`config.mk`:
```
export PLATFORM = sky130hd
export DESIGN_NAME = cfg_addr_xlate
export DESIGN_NICKNAME = d
export VERILOG_FILES = /design/src/rtl/cfgx_pkg.sv /design/src/rtl/cfgx_lsb_find.sv /design/src/rtl/cfgx_decode.sv /design/src/rtl/cfg_addr_xlate.sv
export SDC_FILE = /design/constraint.sdc
export NUM_CORES = 1
export LEC_CHECK = 0
export ABC_AREA = 1
export BUFFER_PORTS_ARGS = -buffer_cell sky130_fd_sc_hd__buf_4
export CELL_PAD_IN_SITES_DETAIL_PLACEMENT = 1
export CELL_PAD_IN_SITES_GLOBAL_PLACEMENT = 1
export CORE_MARGIN = 2
export CORE_UTILIZATION = 27
export DETAILED_ROUTE_END_ITERATION = 7
export PLACE_DENSITY = 0.76
export SLEW_MARGIN = 20
export SYNTH_ARGS = -nofsm -noshare
export SYNTH_HDL_FRONTEND = slang
export SYNTH_SLANG_ARGS = --single-unit
```
`constraint.sdc`:
```
create_clock -name clk -period 0.8 [get_ports clk]
set_input_delay 0.12 -clock clk [delete_from_list [all_inputs] [get_ports clk]]
set_output_delay 0.12 -clock clk [all_outputs]
set_load 0.1 [all_outputs]
```
`src/rtl/cfgx_pkg.sv`:
```
package cfgx_pkg;
  localparam int WORD_W    = 32;
  localparam int LOW_W     = 16;
  localparam int MAP_W     = 17;
  localparam int TYPE1_BIT = 16;
  localparam int SEL_LSB   = 11;
  localparam int SEL_W     = WORD_W - SEL_LSB;
  localparam int DEV_W     = 5;
  localparam int FN_W      = 3;
  localparam int BUS_W     = 8;

  typedef enum logic [1:0] {
    SZ_BYTE = 2'd0,
    SZ_HALF = 2'd1,
    SZ_WORD = 2'd2,
    SZ_RSVD = 2'd3
  } acc_size_e;

  // Alignment rule per access width
  function automatic logic size_aligned(input logic [1:0] sz, input logic [1:0] lo);
    case (sz)
      SZ_BYTE: size_aligned = 1'b1;
      SZ_HALF: size_aligned = (lo[0] == 1'b0);
      SZ_WORD: size_aligned = (lo == 2'b00);
      default: size_aligned = 1'b0;
    endcase
  endfunction

  // Assemble the enabled configuration address
  function automatic logic [WORD_W-1:0] pack_cfg(
    input logic [BUS_W-1:0] bus,
    input logic [DEV_W-1:0] dev,
    input logic [FN_W-1:0]  fn,
    input logic [7:0]       regoff
  );
    pack_cfg = {1'b1, 7'd0, bus, dev, fn, regoff & 8'hFC};
  endfunction
endpackage

```
`src/rtl/cfgx_lsb_find.sv`:
```
module cfgx_lsb_find #(
  parameter int W     = 21,
  parameter int OUT_W = 5
) (
  input  logic [W-1:0]     vec,
  output logic [OUT_W-1:0] idx,
  output logic             found
);
  // Scan from the top so the lowest set bit writes last and wins
  always_comb begin
    idx   = '0;
    found = 1'b0;
    for (int i = W - 1; i >= 0; i--) begin
      if (vec[i]) begin
        idx   = OUT_W'(i);
        found = 1'b1;
      end
    end
  end
endmodule

```
`src/rtl/cfgx_decode.sv`:
```
module cfgx_decode
  import cfgx_pkg::*;
(
  input  logic [LOW_W-1:0]  cpu_lo,
  input  logic [MAP_W-1:0]  map_reg,
  input  logic [1:0]        size,
  input  logic [BUS_W-1:0]  bus,
  output logic [WORD_W-1:0] xl_addr,
  output logic              err_type1,
  output logic              err_nosel,
  output logic              err_align
);
  logic [WORD_W-1:0] cfg_word;
  logic [SEL_W-1:0]  sel_field;
  logic [DEV_W-1:0]  dev_no;
  logic              sel_found;

  assign cfg_word  = {map_reg[LOW_W-1:0], cpu_lo};
  assign sel_field = cfg_word[WORD_W-1:SEL_LSB];

  cfgx_lsb_find #(.W(SEL_W), .OUT_W(DEV_W)) u_find (
    .vec   (sel_field),
    .idx   (dev_no),
    .found (sel_found)
  );

  assign err_type1 = map_reg[TYPE1_BIT];
  assign err_nosel = !sel_found;
  assign err_align = !size_aligned(size, cpu_lo[1:0]);
  assign xl_addr   = pack_cfg(bus, dev_no, cfg_word[10:8], cfg_word[7:0]);
endmodule

```
`src/rtl/cfg_addr_xlate.sv`:
```
module cfg_addr_xlate
  import cfgx_pkg::*;
(
  input  logic              clk,
  input  logic              rst_n,
  input  logic              req_valid,
  input  logic [1:0]        req_size,
  input  logic [LOW_W-1:0]  cpu_addr,
  input  logic [MAP_W-1:0]  map_reg,
  input  logic [BUS_W-1:0]  bus_num,
  output logic [WORD_W-1:0] cfg_addr,
  output logic              cfg_valid,
  output logic              cfg_err,
  output logic              abort_clr
);
  logic [WORD_W-1:0] xl_addr;
  logic err_type1, err_nosel, err_align;
  logic reject, accept;

  cfgx_decode u_dec (
    .cpu_lo    (cpu_addr),
    .map_reg   (map_reg),
    .size      (req_size),
    .bus       (bus_num),
    .xl_addr   (xl_addr),
    .err_type1 (err_type1),
    .err_nosel (err_nosel),
    .err_align (err_align)
  );

  assign reject = req_valid && (err_type1 || err_nosel || err_align);
  assign accept = req_valid && !reject;

  always_ff @(posedge clk or negedge rst_n) begin
    if (!rst_n) begin
      cfg_addr  <= '0;
      cfg_valid <= 1'b0;
      cfg_err   <= 1'b0;
      abort_clr <= 1'b0;
    end else begin
      cfg_valid <= accept;
      cfg_err   <= reject;
      abort_clr <= accept;
      cfg_addr  <= accept ? xl_addr : '0;
    end
  end


  one_outcome_chk: assert property (@(posedge clk) disable iff (!rst_n)
    req_valid |=> (cfg_valid ^ cfg_err));

  idle_quiet_chk: assert property (@(posedge clk) disable iff (!rst_n)
    !req_valid |=> (!cfg_valid && !cfg_err));

  addr_zero_chk: assert property (@(posedge clk) disable iff (!rst_n)
    !cfg_valid |-> (cfg_addr == '0));

  addr_form_chk: assert property (@(posedge clk) disable iff (!rst_n)
    cfg_valid |-> (cfg_addr[31] && cfg_addr[30:24] == 7'd0 && cfg_addr[1:0] == 2'b00));

  bus_copy_chk: assert property (@(posedge clk) disable iff (!rst_n)
    accept |=> (cfg_addr[23:16] == $past(bus_num)));

  type1_rej_chk: assert property (@(posedge clk) disable iff (!rst_n)
    (req_valid && map_reg[TYPE1_BIT]) |=> (cfg_err && !cfg_valid));

  nosel_rej_chk: assert property (@(posedge clk) disable iff (!rst_n)
    (req_valid && map_reg[LOW_W-1:0] == '0 && cpu_addr[15:11] == '0) |=> cfg_err);

  size_rsvd_chk: assert property (@(posedge clk) disable iff (!rst_n)
    (req_valid && req_size == SZ_RSVD) |=> cfg_err);

  strobe_chk: assert property (@(posedge clk) disable iff (!rst_n)
    abort_clr == cfg_valid);

  strobe_err_chk: assert property (@(posedge clk) disable iff (!rst_n)
    !(abort_clr && cfg_err));
endmodule

```
# Word level (Yosys, flattened, before mapping)
# Cells that the tools add are included.
[word_totals]
ff_bits = 34
wordCells = 59
[op_classes]
n_eq_ne = 2
muxes = 44
bitwise = 1
n_reduce_logical = 9
[ops]
columns = ["operator", "count"]
rows = [
  ["$mux 5", 21],
  ["$mux 32", 1],
  ["$mux 1", 21],
  ["$logic_not 2->1", 2],
  ["$logic_not 1->1", 3],
  ["$pmux 1 s3", 1],
  ["$eq 2x1->1 const B", 1],
  ["$eq 2x2->1 const B", 1],
  ["$logic_and 1x1->1", 2],
  ["$logic_or 1x1->1", 2],
  ["$not 1->1", 1],
]

# Depth between registers and ports, before layout
# Gate-level depths: netlist of the first run.
[depth]
depth_word = 28
mapped_depth = 19
mapped_depth_nobuf = 19

# Cells and area by module
# A second synthesis of the first run with hierarchy kept.
[unflattened]
hier_cells = 212
hier_area_um2 = 1788.0
[by_module_without_submodules]
columns = ["module", "instances", "cells_per_inst", "area_per_inst_um2", "seq_area_each_um2"]
rows = [
  ["cfg_addr_xlate", 1, 107, 1258.7, 850.8],
  ["cfgx_lsb_find", 1, 66, 277.8, 0.0],
  ["cfgx_decode", 1, 39, 251.5, 0.0],
]

# Worst setup path after synthesis of the first run
# OpenSTA, ideal clock, no wires.
[synth_timing]
path_kind = "reg2out"
start = "register cfg_addr[31]"
end = "output cfg_addr[31]"
arrival_ns = 1.341
required_ns = 0.680
slack_ns = -0.661
path_stages_with_launch = 2
path_buffers = 1
cell_sequence = "dfrtp_1 > buf_4"
[synth_rtl]
columns = ["item", "line_no", "text"]
rows = [
  ["start: declaration", "cfg_addr_xlate.sv:11", "output logic [WORD_W-1:0] cfg_addr,"],
  ["start signal: assignment", "cfg_addr_xlate.sv:44", "cfg_addr <= accept ? xl_addr : '0;"],
]
# No word-level cell between the ends.

# Final worst setup path of the first run
[layout_timing]
start = "input cpu_addr[14]"
end = "register cfg_addr[4]"
[layout_via]
elab_chain_cells = 11
[layout_lines]
columns = ["item", "line_no", "text"]
rows = [
  ["start: declaration", "cfg_addr_xlate.sv:8", "input logic [LOW_W-1:0] cpu_addr,"],
  ["$mux 1 (4 in a row)", "cfgx_lsb_find.sv:14", "if (vec[i]) begin"],
  ["$logic_not 1->1", "cfgx_decode.sv:28", "assign err_nosel = !sel_found;"],
  ["$logic_or 1x1->1 (2 in a row)", "cfg_addr_xlate.sv:31", "assign reject = req_valid && (err_type1 || err_nosel || err_align);"],
  ["$logic_and 1x1->1", "cfg_addr_xlate.sv:31", ""],
  ["$logic_not 1->1", "cfg_addr_xlate.sv:32", "assign accept = req_valid && !reject;"],
  ["$logic_and 1x1->1", "cfg_addr_xlate.sv:32", ""],
  ["$mux 32", "cfg_addr_xlate.sv:44", ""],
]
# Every way passes these cells.

==> results of run 1 <==
[logic make-up after synthesis]
logic type,count (synthesis),synth area share
compound gates,6,0.0323
buf+inv,54,0.222
flops,24,0.501
other cells,1,0.00313
simple gates,64,0.242
[worst max path at each step]
stage | end | slack [ns] | cells after the start
after floorplan | cfg_addr[13] | -0.44 | 11
after global placement | cfg_addr[3] | -0.63 | 10
after detailed placement | cfg_addr[2] | -0.70 | 10
after CTS | cfg_addr[4] | -0.39 | 10
after global routing | cfg_addr[4] | -0.53 | 10
final | cfg_addr[4] | -0.36 | 10
[metal layers]
layer,vias to the layer above,wire length (um),share of wire,global-route usage
met5,-,0,0,0
li1,594,-,-,-
met1,544,1230,0.34,0.138
met4,0,58,0.016,0.0482
met3,6,201,0.055,0.0142
met2,50,2160,0.59,0.265
[registers in the layout, summed over array words and instances (netlist names)]
signal,flops
cfg_addr,23
cfg_err,1
[final cells by class]
| class | count | area [um2] | area share |
|---|---|---|---|
| Clock buffer | 4 | 55.1 | 0.0242 |
| Multi-Input combinational cell | 79 | 435 | 0.191 |
| Timing Repair Buffer | 93 | 931 | 0.409 |
| Tap cell | 52 | 65.1 | 0.0286 |
| Inverter | 41 | 156 | 0.0688 |
| Sequential cell | 24 | 632 | 0.278 |
[power by group through the flow]
stage               Sequential, uW  Combinational [uW]  Clock [uW]
CTS                           1270                 972         829
floorplan                     1500                 398           0
detailed placement            1280                 907           0
finish                        1270                1010         815
global placement              1280                 894           0
global route                  1270                1060         867
[per-stage QoR]
stage          hold slack (ns)  setup TNS, ns
2_1_floorplan           -0.176          -9.60
3_3_place_gp            0.0279         -14.59
3_5_place_dp            0.0349         -15.87
4_1_cts                 0.0319         -13.20
5_1_grt                 0.0430         -17.04
6_report                0.0408         -12.54
[timing repair]
action,in CTS,in global routing
cloned,0,1
buffers inserted,7,2
pin swaps,4,2
resized for setup,48,17
hold buffers,1,0
hold endpoints to repair,24,0
setup endpoints to repair,50,50
[synthesized netlist by cell type]
master,n,area share
a21oi_1,2,0.0083
a311oi_1,1,0.0073
buf_12,1,0.017
buf_4,12,0.075
conb_1,1,0.0031
dfrtp_1,24,0.50
inv_1,39,0.12
inv_2,1,0.0031
inv_4,1,0.0052
nand2_1,24,0.075
nand2_4,1,0.0094
nand3_1,6,0.025
nand4_1,1,0.0052
nor2_1,25,0.078
nor3_1,1,0.0042
nor3_2,1,0.0083
nor4_1,2,0.010
nor4_2,2,0.021
o21a_1,1,0.0063
o21ai_0,1,0.0042
o21bai_1,1,0.0063
or2_2,1,0.0052
[worst max-delay path: stages]
cell and delay, ns:
buf_6 0.10, nor4_4 0.27, nand2_1 0.12, nor3_2 0.14, nand4_1 0.11, nand3_1 0.10
inv_2 0.07, nand2_8 0.10, buf_12 0.13, nor2_1 0.06
==> results_dict.tcl, run 1 <==
set metrics [dict create \
    ys_types 22 \
    sw_frac_of_total 0.342 \
    drt_drc_violations_left 0 \
    die_h_um 70.7 \
    clk_pin_slew_ns 0.09 \
    die-area_mm2 0.00499 \
    power_uw 3090 \
    syn_area_per_cell_um2 8.05 \
    outcome "complete, but fails checks" \
    dieWidth_um 70.7 \
    portBuffers 71 \
    min_path_type "primary input to flop" \
    drtAntennaViolNets 0 \
    power_frac_seq 0.410 \
    setup.worst_path.class "primary input to flop" \
    critPathLaunch "cpu_addr[14]" \
    synth_seq_cells 24 \
    grt_max_degree 25 \
    layout-drive-gt1-share 0.568 \
    drv_cap 0 \
    vias 1194 \
    period_share 1.45 \
    start_util 0.277 \
    gp_congestion 0.764 \
    drt-total-wl_mm 3.65 \
    grt_usage 0.131 \
    min_from "cpu_addr[11]" \
    fin_crit_ns 1.16 \
    hold_depth 2 \
    violations "setup timing" \
    most-common-layout-cells "buf_4, inv_1, nand2_1" \
    rsz0062_at_grt "true" \
    dpl_cell_area_mm2 0.00187 \
    hold_violations 0 \
    worst_setup_path_start_kind "primary input" \
    antenna_found_initial 0 \
    tritoncts "done" \
    syn_inst 149 \
    syn_area_mm2 0.00120 \
    yosysWarnings 0 \
    area_growth_pct 89.6 \
    place_inst 279 \
    stdcell_area_mm2 0.00227 \
    p_leak_uw 0.00123 \
    finalSetupViolCount 50 \
    pwr-share-comb 0.326 \
    first_iter_violations 29 \
    cp.arrival_ns 1.31 \
    numCtsBuffers 3 \
    end_kind "flop" \
    fillers 504 \
    fmax_ghz 0.860 \
    fin_ws_ns -0.362 \
    final_common_cell "buf_4" \
    slew_viol_final 0 \
    globalRoute.totalOverflow 0 \
    firstDrtPassIters 4 \
    ir_worst_vdd_uv 513 \
    via_per_inst 4.08 \
    design.portCount 81 \
    place_ws_ns -0.700 \
    wl_per_cell_um 12.5 \
    ys_seq_area_frac 0.501 \
    htreeDepth 1 \
    final_util 0.526 \
    num_antenna_cells 0 \
    fin_nets 288 \
    p_switching_uw 1060 \
    power_frac_clock 0.264 \
    grt_pass1_wl_mm 5.28 \
    worstHoldEndpoint "cfg_addr[12]" \
    cts_root_buffer "clkbuf_8" \
    required_ns 0.95 \
    grt_pass1_vias 1246 \
    cts_buffer_depth 2 \
    p_int_uw 2030 \
    crit_fanout 7 \
    dpl.hpwl_mm 2.68 \
    core_mm2 0.00432 \
    pwr_density_cell_mw_per_mm2 1360 \
    final_cells 293 \
    clkSinkCount 24 \
    placementRows 24 \
]
No activity file was read; power rests on OpenSTA's default activity.
==> run 2, diff against run 1 <==
CORE_UTILIZATION = 30   (was 27)
PLACE_DENSITY = 0.84   (was 0.76)
clock period = 1.4 ns   (was 0.8 ns; I/O delays follow)
==> run 2 against run 1 <==
The flow now finishes without violations. Flip-flop and latch count stayed put. Via count is 1.3% lower. Total power is 39% lower. First-iteration DRC count is 10% lower.
==> results_dict.tcl, run 2 (synthesis results as in run 1) <==
set metrics [dict create \
    rsz0062_at_grt "true" \
    die-area_mm2 0.00452 \
    slew_viol_final 0 \
    design.portCount 81 \
    clkSinkCount 24 \
    place_inst 275 \
    final_cells 284 \
    slowest_stage "nor4_4" \
    die_h_um 67.2 \
    wl_per_cell_um 12.0 \
    fmax_ghz 0.732 \
    cp.buffers_inverters 3 \
    core_mm2 0.00374 \
    ir_worst_vdd_uv 394 \
    period_share 0.975 \
    first_iter_violations 26 \
    crit_fanout 7 \
    antenna_found_initial 0 \
    drtAntennaViolNets 0 \
    htreeDepth 1 \
    worst_path_largest_cell_delay_ns 0.29 \
    drt_drc_violations_left 0 \
    grt_pass1_wl_mm 4.80 \
    final_common_cell "buf_4" \
    fillers 480 \
    hold_violations 0 \
    required_ns 1.57 \
    via_per_inst 4.15 \
    firstDrtPassIters 3 \
    layout-drive-gt1-share 0.483 \
    cts_buffer_depth 2 \
    cp.depth 10 \
    largest_reg_flops 23 \
    top_register "cfg_addr" \
    numCtsBuffers 3 \
    grt_max_degree 25 \
    tritoncts "done" \
    biggestRegsByFlops "cfg_addr: 23 flops, cfg_err: 1 flops" \
    vias 1178 \
    gp_congestion 0.700 \
    cts_root_buffer "clkbuf_8" \
    finalSetupViolCount 0 \
    grt_usage 0.141 \
    dpl.hpwl_mm 2.63 \
    min_path_type "primary input to flop" \
    wl_met1_mm 1.21 \
    fin_setup_tns_ns 0 \
    worst_setup_path_start_kind "primary input" \
    globalRoute.totalOverflow 0 \
    wl_met2_mm 1.85 \
    route.met3.wl_um 258 \
    clk_pin_slew_ns 0.09 \
    area_growth_pct 71.4 \
    crit_path_cell_trace "buf_4, nor4_4, nand2_1, nor3_2, nand4_1, nand3_1, inv_2, nand2_8, clkbuf_16, nor2_1" \
    setup.worst_path.class "primary input to flop" \
    drt-total-wl_mm 3.40 \
    topRoutingLayerUsed "met4" \
    p_leak_uw 0.00121 \
    fin_nets 283 \
    pwr_density_cell_mw_per_mm2 910 \
    placementRows 22 \
    outcome "finished clean" \
    grt_pass1_vias 1160 \
    cp.arrival_ns 1.53 \
    critPathLaunch "cpu_addr[12]" \
    most-common-layout-cells "buf_4, inv_1, nand2_1, dfrtp_1, nor2_1" \
    fin_crit_ns 1.37 \
    num_antenna_cells 0 \
    start_util 0.321 \
    portBuffers 71 \
    end_kind "flop" \
    endpoint "cfg_addr[4]" \
    dieWidth_um 67.2 \
    path_delay_family "simple AND/OR/NAND/NOR gates" \
    drv_cap 0 \
]
## run 2: power breakdown
part	leakage, uW	internal [uW]	switching, uW
registers	0.000328	709	5.58
clock network	0.0000357	383	225
logic	0.000847	172	378
total	0.00121	1260	609
## run 2: per-layer routing
metal | vias to the layer above | track usage
li1 | 584 | -
met1 | 538 | 0.146
met2 | 49 | 0.272
met3 | 7 | 0.0250
met4 | 0 | 0.0612
met5 | - | 0
## run 2: layout make-up
cell class | count | area, um2 | area share
clock buffer | 3 | 41.3 | 0.0201
clock inverter | 1 | 30.0 | 0.0146
inverter | 41 | 156 | 0.0760
multi-input combinational | 79 | 450 | 0.219
sequential | 24 | 602 | 0.293
tap | 48 | 60.1 | 0.0292
timing repair buffer | 88 | 717 | 0.349
## run 2: worst min path at each step
| stage | startpoint | endpoint | slack, ns | depth (start not counted) |
|---|---|---|---|---|
| after floorplan | rst_n | cfg_addr[10] | -0.09 | 0 |
| after global placement | rst_n | cfg_addr[10] | 0.12 | 1 |
| after detailed placement | rst_n | cfg_addr[16] | 0.12 | 1 |
| after CTS | cpu_addr[9] | cfg_addr[9] | 0.14 | 3 |
| after global routing | bus_num[6] | cfg_addr[22] | 0.16 | 3 |
| final | cpu_addr[2] | cfg_addr[2] | 0.15 | 3 |
## run 2: metrics by stage
stage                      util  setup WS, ns  power, uW  hold WS (ns)  cell area, um2
after floorplan               -        0.0437       1070       -0.0856            1230
after global placement    0.489        -0.165       1230         0.120            1830
after detailed placement  0.489        -0.285       1240         0.124            1830
after CTS                 0.510       0.00542       1850         0.141            1910
after global routing      0.549       -0.0398       1940         0.157            2060
final                     0.549        0.0346       1870         0.147            2060
## run 2: tightest hold or removal path: stages
cell,delay (ns)
buf_4,0.11
inv_1,0.04
nor2_1,0.03
## run 2: repair_timing
action	in CTS	in global routing
resized for setup	0	25
buffers inserted	0	3
hold endpoints to repair	24	0
setup endpoints to repair	0	23
hold buffers	1	0
==> run 3, diff against run 2 <==
CORE_ASPECT_RATIO = 1.75   (was default)
==> run 3 against run 2 <==
Worst hold slack worse by 0.0022 ns. Clock power decreased by 2%. Critical endpoint is now cfg_addr[2]. Sequential power about the same. Setup slack better by 0.078 ns. Largest cell class unchanged. Design area shrank 7.3%. Maximum frequency up 6.0%. Core utilization fell by 5.6 points. First-iteration DRC count decreased by 88%. Clock-buffer cell count unchanged. Die area is 0.44% higher. Global-route usage up 1.3 points.
==> results_dict.tcl, run 3 (synthesis results as in run 1) <==
set metrics [dict create \
    gr-usage-met1 0.141 \
    top_register "cfg_addr" \
    pwr_density_cell_mw_per_mm2 959 \
    setup.worst_path.class "primary input to flop" \
    period_share 0.920 \
    final_common_cell "buf_4" \
    tritoncts "done" \
    layout-drive-gt1-share 0.409 \
    final_util 0.493 \
    largest_reg_flops 23 \
    grt_pass1_vias 1222 \
    portBuffers 71 \
    hold_violations 0 \
    power_frac_clock 0.327 \
    grt_use_met3 0.0222 \
    globalRoute.totalOverflow 0 \
    vias 1192 \
    cts_root_buffer "clkbuf_8" \
    drt_drc_violations_left 0 \
    required_ns 1.56 \
    ir_worst_vdd_uv 547 \
    fillers 494 \
    most-common-layout-cells "buf_4, inv_1, nor2_1" \
    grt_max_degree 25 \
    die_h_um 87.7 \
    drt-total-wl_mm 3.16 \
    clkSinkCount 24 \
    wl_per_cell_um 11.3 \
    p_switching_uw 581 \
    cts_buffer_depth 2 \
    fin_nets 279 \
    dpl.hpwl_mm 2.62 \
    biggestRegsByFlops "cfg_addr: 23 flops, cfg_err: 1 flops" \
    firstDrtPassIters 4 \
    core_mm2 0.00387 \
    fin_crit_ns 1.29 \
    dieWidth_um 51.8 \
    critPathLaunch "cpu_addr[14]" \
    placementRows 30 \
    use_met2 0.304 \
    via_per_inst 4.26 \
    pwr-share-comb 0.282 \
    start_util 0.310 \
    numCtsBuffers 3 \
    drv_cap 0 \
    p_leak_uw 0.00118 \
    power_frac_seq 0.391 \
    gp_congestion 0.663 \
    htreeDepth 1 \
    sw_frac_of_total 0.318 \
    num_antenna_cells 0 \
    grt_usage 0.154 \
    antenna_found_initial 0 \
    fin_setup_tns_ns 0 \
    first_iter_violations 3 \
    endpoint "cfg_addr[2]" \
    die-area_mm2 0.00454 \
    finalSetupViolCount 0 \
    worst_setup_path_start_kind "primary input" \
    busiest_layer "met2" \
    clk_pin_slew_ns 0.08 \
    min_path_type "primary input to flop" \
    slew_viol_final 0 \
    outcome "finished clean" \
    area_growth_pct 58.9 \
    rsz0062_at_grt "false" \
    cp.arrival_ns 1.45 \
    design.portCount 81 \
    drtAntennaViolNets 0 \
    crit_fanout 6 \
    p_int_uw 1250 \
    fmax_ghz 0.777 \
    grt_pass1_wl_mm 5.16 \
    end_kind "flop" \
]
[run 3: cell type report]
class | instances | area, um2 | share of cell area
sequential | 24 | 602 | 0.316
clock buffer | 3 | 41.3 | 0.0217
tap | 48 | 60.1 | 0.0315
inverter | 41 | 156 | 0.0820
multi-input combinational | 79 | 372 | 0.195
clock inverter | 1 | 30.0 | 0.0157
timing repair buffer | 84 | 646 | 0.339
[run 3: worst min path at each step]
stage | start | endpoint | slack (ns) | depth (start not counted)
2_1_floorplan | rst_n | cfg_addr[10] | -0.09 | 0
3_3_place_gp | rst_n | cfg_addr[7] | 0.12 | 1
3_5_place_dp | rst_n | cfg_addr[2] | 0.12 | 1
4_1_cts | bus_num[4] | cfg_addr[20] | 0.13 | 3
5_1_grt | bus_num[4] | cfg_addr[20] | 0.14 | 3
6_report | bus_num[5] | cfg_addr[21] | 0.14 | 3
[run 3: metal layers]
layer	share of wire	wire (um)	up-vias
met3	0.068	215	8
li1	-	-	575
met1	0.32	1000	554
met4	0.036	114	0
met2	0.58	1830	55
met5	0	0	-
[run 3: through the flow]
stage	instances	power (uW)	instance area (um2)	hold slack, ns	setup WS, ns
3_5_place_dp	275	1240	1820	0.123	-0.182
2_1_floorplan	157	1070	1230	-0.0856	0.0437
5_1_grt	280	1920	1910	0.142	0.00378
6_report	280	1830	1910	0.144	0.112
3_3_place_gp	275	1230	1820	0.116	-0.146
4_1_cts	280	1860	1900	0.133	0.0982
[run 3: critical path, cell delays in order]
cell and delay, ns:
buf_4 0.12, nor4_2 0.29, nand2_1 0.13, nor3_2 0.15, nand4_1 0.10, nand3_1 0.09
inv_2 0.06, nand2_4 0.10, buf_4 0.14, nor2_1 0.04
[run 3: power by group through the flow]
stage	Combinational, uW	Clock [uW]	Sequential [uW]
2_1_floorplan	222	0	851
3_3_place_gp	504	0	728
3_5_place_dp	514	0	728
4_1_cts	519	626	715
5_1_grt	551	648	716
6_report	516	598	714
[run 3: what timing repair did]
action	CTS	global route
hold endpoints to repair	24	0
endpoints found under the setup margin	0	17
gates resized for setup	0	1
setup buffers	0	0
hold buffers	1	0
